File: src/rtl/vcp_pkg.sv
// Package for the vector branch-to-predicate unit.
// Holds the comparison code and the decoded-instruction record shared
// by the decoder, the comparator and the top level.
package vcp_pkg;

    // Comparison codes; the value is also the compressed {bit5, bit13} field.
    typedef enum logic [1:0] {
        CMP_EQ = 2'b00,
        CMP_NE = 2'b01,
        CMP_LT = 2'b10,
        CMP_LE = 2'b11
    } cmp_op_e;

    // Result of decoding one instruction word.
    typedef struct packed {
        logic       is_br;   // recognised branch encoding
        logic       bad_f3;  // branch form with no predicate meaning
        logic       is_fp;   // float compare requested (compressed only)
        logic       swap;    // exchange the operands before comparing
        cmp_op_e    op;      // comparison to perform
        logic [4:0] preg;    // predicate target register
    } dec_t;

endpackage

File: src/rtl/vcp_decode.sv
// Instruction decoder for the branch-to-predicate unit.
// Recognises 32-bit conditional branches and the two compressed
// branch-on-zero slots, and returns a dec_t record.
// Assumes a compressed instruction occupies insn[15:0].
module vcp_decode
    import vcp_pkg::*;
(
    input  logic [31:0] insn,
    output dec_t        dec
);

    localparam logic [6:0] OPC_BRANCH = 7'b1100011;

    // Purely combinational field extraction and op selection.
    always_comb begin
        dec = '0;
        if (insn[1:0] == 2'b11 && insn[6:0] == OPC_BRANCH) begin
            dec.is_br = 1'b1;
            dec.preg  = insn[11:7];
            unique case (insn[14:12])
                3'b000:  dec.op = CMP_EQ;
                3'b001:  dec.op = CMP_NE;
                3'b100:  dec.op = CMP_LT;
                3'b101: begin
                    dec.op   = CMP_LE;   // a >= b is b <= a
                    dec.swap = 1'b1;
                end
                default: dec.bad_f3 = 1'b1;
            endcase
        end else if (insn[1:0] == 2'b01 && insn[15:14] == 2'b11) begin
            dec.is_br = 1'b1;
            dec.preg  = {2'b01, insn[12:10]};
            dec.is_fp = insn[6];
            dec.op    = cmp_op_e'({insn[5], insn[13]});
        end
    end

endmodule

File: src/rtl/vcp_compare.sv
// Signed integer element comparator.
// Optionally exchanges the operands, then evaluates EQ, NEQ, LT or LE.
module vcp_compare
    import vcp_pkg::*;
#(
    parameter int XLEN = 64
) (
    input  logic [XLEN-1:0] a,
    input  logic [XLEN-1:0] b,
    input  logic            swap,
    input  cmp_op_e         op,
    output logic            hit
);

    logic [XLEN-1:0] lhs, rhs;
    logic            eq, lt;

    // Operand ordering and the two primitive relations.
    always_comb begin
        lhs = swap ? b : a;
        rhs = swap ? a : b;
        eq  = (lhs == rhs);
        lt  = ($signed(lhs) < $signed(rhs));
    end

    // Select the requested relation.
    always_comb begin
        unique case (op)
            CMP_EQ: hit = eq;
            CMP_NE: hit = !eq;
            CMP_LT: hit = lt;
            CMP_LE: hit = lt || eq;
        endcase
    end

endmodule

File: src/rtl/vcp_bitsel.sv
// Element-index to one-hot write mask, gated by an enable.
module vcp_bitsel #(
    parameter int PRED_W = 64,
    localparam int IDX_W = $clog2(PRED_W)
) (
    input  logic [IDX_W-1:0]  idx,
    input  logic              en,
    output logic [PRED_W-1:0] mask
);

    // One comparator per predicate bit.
    for (genvar i = 0; i < PRED_W; i++) begin : g_bit
        assign mask[i] = en && (idx == IDX_W'(i));
    end

endmodule

File: src/rtl/vec_cmp_pred.sv
// Vector branch-to-predicate compare unit (top level).
// A branch on a vectorised register becomes one element compare whose
// result is written to one bit of a predicate register. Scalar branches
// are handed back through the fallback flag. One register stage.
// Assumes src_a/src_b are the elements already read for this index.
module vec_cmp_pred
    import vcp_pkg::*;
#(
    parameter int XLEN   = 64,
    parameter int PRED_W = 64,
    localparam int IDX_W = $clog2(PRED_W)
) (
    input  logic              clk,
    input  logic              rst_n,
    input  logic              in_valid,
    input  logic [31:0]       insn,
    input  logic              vec_flag,
    input  logic [IDX_W-1:0]  elem_idx,
    input  logic [XLEN-1:0]   src_a,
    input  logic [XLEN-1:0]   src_b,
    output logic              pred_wen,
    output logic [4:0]        pred_reg,
    output logic [IDX_W-1:0]  pred_idx,
    output logic [PRED_W-1:0] pred_mask,
    output logic              pred_val,
    output logic              fp_sel,
    output logic [1:0]        fp_op,
    output logic              fallback
);

    dec_t              dec;
    logic              hit;
    logic              wen_n, fb_n, fp_n;
    logic [PRED_W-1:0] mask_n;

    vcp_decode u_dec (
        .insn (insn),
        .dec  (dec)
    );

    vcp_compare #(.XLEN(XLEN)) u_cmp (
        .a    (src_a),
        .b    (src_b),
        .swap (dec.swap),
        .op   (dec.op),
        .hit  (hit)
    );

    vcp_bitsel #(.PRED_W(PRED_W)) u_sel (
        .idx  (elem_idx),
        .en   (wen_n),
        .mask (mask_n)
    );

    // Route each valid branch to exactly one outcome.
    always_comb begin
        wen_n = in_valid && dec.is_br && vec_flag && !dec.bad_f3 && !dec.is_fp;
        fp_n  = in_valid && dec.is_br && vec_flag && !dec.bad_f3 && dec.is_fp;
        fb_n  = in_valid && dec.is_br && (!vec_flag || dec.bad_f3);
    end

    // Output register stage with synchronous active-low reset.
    always_ff @(posedge clk) begin
        if (!rst_n) begin
            pred_wen  <= 1'b0;
            pred_reg  <= '0;
            pred_idx  <= '0;
            pred_mask <= '0;
            pred_val  <= 1'b0;
            fp_sel    <= 1'b0;
            fp_op     <= '0;
            fallback  <= 1'b0;
        end else begin
            pred_wen  <= wen_n;
            pred_reg  <= (wen_n || fp_n) ? dec.preg : 5'd0;
            pred_idx  <= wen_n ? elem_idx : '0;
            pred_mask <= mask_n;
            pred_val  <= wen_n && hit;
            fp_sel    <= fp_n;
            fp_op     <= fp_n ? dec.op : 2'b00;
            fallback  <= fb_n;
        end
    end

endmodule

File: config.mk
export PLATFORM = sky130hd
export DESIGN_NAME = vec_cmp_pred
export DESIGN_NICKNAME = d
export VERILOG_FILES = /design/src/rtl/vcp_pkg.sv /design/src/rtl/vcp_decode.sv /design/src/rtl/vcp_compare.sv /design/src/rtl/vcp_bitsel.sv /design/src/rtl/vec_cmp_pred.sv
export SDC_FILE = /design/constraint.sdc
export NUM_CORES = 1
export LEC_CHECK = 0
export ABC_AREA = 1
export CAP_MARGIN = 30
export CORE_ASPECT_RATIO = 1.5
export CORE_MARGIN = 2
export CORE_UTILIZATION = 28
export CTS_BUF_LIST = sky130_fd_sc_hd__clkbuf_4
export DETAILED_ROUTE_END_ITERATION = 10
export PLACE_DENSITY_LB_ADDON = 0.05
export SLEW_MARGIN = 20
export SYNTH_ARGS = -nofsm -noshare
export SYNTH_HDL_FRONTEND = slang
export SYNTH_HIERARCHICAL = 1
export SYNTH_SLANG_ARGS = --single-unit
export TNS_END_PERCENT = 1
File: constraint.sdc
create_clock -name clk -period 3.8 [get_ports clk]
set_input_delay 0.76 -clock clk [delete_from_list [all_inputs] [get_ports clk]]
set_output_delay 0.76 -clock clk [all_outputs]
set_load 0.005 [all_outputs]
==> out/results.ini <==
[status]
outcome = finished clean

[global_route]
use_met1_pct = 15.3
busiest_layer = met2
track_usage_pct = 15.5
overflow = 0
grt_use_met3_pct = 5.23
met2_usage_pct = 30.2
antenna_found_initial = 4
grt_max_degree = 38
grt_pass1_wl_mm = 28.8
grt_pass1_vias = 6000

[clock_network]
cts_sinks = 81
hold_buffers = 0
numCtsBuffers = 9
post_cts_buffers = 0
clockRootBuffer = clkbuf_4
cts_max_level = 3
tritoncts = yes
clk_path_buf_depth = 2
post_cts_resized = 0
clk_pin_slew_ns = 0.12

[sta]
setup_viol = 0
fin_crit_ns = 3.25
min_period_over_period_pct = 85.6
slew_violations = 0
fin_setup_tns_ns = 0
relSlewSlack_pct = 65.5
hold_viol_final = 0
setup_slack_ns = 0.546
worstMarginPinSlew_ns = 0.517
rsz0062_at_grt = false
max_freq_mhz = 307

[worst_hold_path]
worstHoldPathCells = 3
hp-class = input port to register
hp-start = rst_n

[layout]
drive_above_1_share_pct = 5.78
nets = 1457
areaGrowthSynthToFinish_pct = 46.0
largest_reg_flops = 64
fill_cells = 2355
final_util_pct = 41.7

[setup_path]
crit_start = insn[5]
cp_max_fo = 29
setup.worst_path.end = pred_val
cp-start-kind = input port
endpoint_kind = register
required_ns = 4.19
path_class = input port to register
worst_ep_arrival_time_ns = 3.65

[logic_synthesis]
yosysSeqAreaShare_pct = 26.3
synthDistinctLibCells = 35
yosysTopAreaCellShare_pct = 26.3
ys_warn_count = 6
yosysMostFrequentCell = nand2_1
synth.area.top_cells = dfxtp_1, nand2_1, ha_1, inv_1, o21ai_0
post_synth.cell_area_avg_um2 = 6.21
synth-async-reset-ratio_pct = 0
synth_flop_cell = dfxtp_1
synth-edff-count = 0
yosys_register_bits = 81
syn_area_mm2 = 0.00618
synth_cells = 994
synth_fp_nets = 1227
synth_commonest_cells = nand2_1, inv_1, o21ai_0
synth_top_area_cell = dfxtp_1

[power]
ir_drop_uv = 325
combPwrFrac_pct = 24.7
power.density_mw_per_mm2 = 198
clockPowerShare_pct = 27.7
cell_internal_pwr_mw = 1.30
leakagePower_nw = 4.33
p_sw_mw = 0.487
switching_share_pct = 27.3
power_frac_seq_pct = 47.7

[drt]
drt_pass1_iterations = 4
vias = 6373
via_per_inst = 4.24
drc = 0
drt-initial-drc-count = 143
avgRoutedWirePerCell_um = 12.1
wl_mm = 18.2
ant_nets = 0

[floorplanning]
die_h_um = 186
rows = 66
die_w_um = 125
dieArea_mm2 = 0.0233
pin_count = 251
initial_utilization_pct = 28.5
core_area_mm2 = 0.0216

[place]
place_ws_ns = 0.0266
dpl.hpwl_mm = 15.1
gp_congestion = 0.786
io_buffers = 234

[flow_run]
cap_violations = 0

cell type report:
| cell class | instances | area (um2) | share of cell area, % |
|---|---|---|---|
| timing repair buffer | 259 | 2600 | 28.8 |
| inverter | 186 | 698 | 7.74 |
| sequential | 81 | 1620 | 18.0 |
| multi-input combinational | 687 | 3620 | 40.2 |
| tap | 272 | 340 | 3.77 |
| clock buffer | 11 | 82.6 | 0.916 |
| antenna | 2 | 5.00 | 0.0555 |
| clock inverter | 5 | 46.3 | 0.513 |
per-layer routing:
| layer | vias to the layer above | routed length (um) |
|---|---|---|
| met2 | 126 | 9550 |
| met1 | 2732 | 6960 |
| met3 | 14 | 1380 |
| li1 | 3501 | - |
| met4 | 0 | 317 |
| met5 | - | 0 |
logic make-up (layout without fill, tap and decap cells):
family / count (synthesis) / after routing / synth area share (%)
other cells: 0 / 2 / 0
fa+ha+maj: 63 / 63 / 12.8
compound gates: 162 / 162 / 13.5
flops: 81 / 81 / 26.3
simple gates: 462 / 462 / 32.3
buf+inv: 226 / 461 / 15.2
metrics by stage:
stage | hold WS (ns) | power, mW | instance area [um2] | instances
floorplan | 0.872 | 1.09 | 6180 | 994
finish | 0.761 | 1.78 | 9020 | 1503
global placement | 1.25 | 1.31 | 8880 | 1485
CTS | 0.726 | 1.82 | 9010 | 1501
global route | 0.751 | 1.91 | 9010 | 1502
detailed placement | 1.25 | 1.31 | 8880 | 1485
critical path, cell delays in order:
cell and delay [ns]:
clkdlybuf4s50_1 0.50, nand2_1 0.10, nor2_4 0.12, nand2_4 0.07, nor2_4 0.10, buf_12 0.19, buf_12 0.18, o21ai_0 0.10
ha_1 0.30, nand2_1 0.06, nor2_1 0.25, nand4_2 0.20, nor2_1 0.12, nand2_1 0.05, nand2_1 0.05, o21bai_1 0.07
a21oi_1 0.12, nor2_1 0.06, nor2_1 0.09, inv_1 0.05, nor2_1 0.08
cell usage in the layout (no fill, tap or decap), types with 4 or more instances in the layout:
cell | Yosys | final
nor2_4 | 4 | 5
ha_1 | 63 | 63
a21o_1 | 4 | 4
clkdlybuf4s50_1 | 0 | 233
dfxtp_1 | 81 | 81
nor2_2 | 5 | 4
nand2_2 | 4 | 4
nand3_2 | 7 | 7
buf_4 | 1 | 19
o21ai_0 | 130 | 130
nand4_1 | 7 | 7
clkbuf_4 | 0 | 11
a21oi_1 | 24 | 24
buf_12 | 0 | 6
nand2_1 | 300 | 300
nor2_1 | 111 | 111
nand3_1 | 11 | 11
inv_1 | 185 | 185
worst min path at each step:
stage | slack [ns] | end
global placement | 1.25 | pred_mask[46]
global route | 0.75 | pred_mask[31]
finish | 0.76 | pred_mask[62]
floorplan | 0.87 | pred_idx[0]
detailed placement | 1.25 | pred_mask[46]
CTS | 0.73 | pred_mask[46]
power by group through the flow:
stage / clock (mW) / sequential, mW / combinational (mW)
floorplan: 0 / 0.869 / 0.220
global placement: 0 / 0.869 / 0.444
detailed placement: 0 / 0.869 / 0.445
CTS: 0.526 / 0.850 / 0.449
global route: 0.555 / 0.850 / 0.502
finish: 0.493 / 0.849 / 0.440
Power figures use the tool's default switching activity.
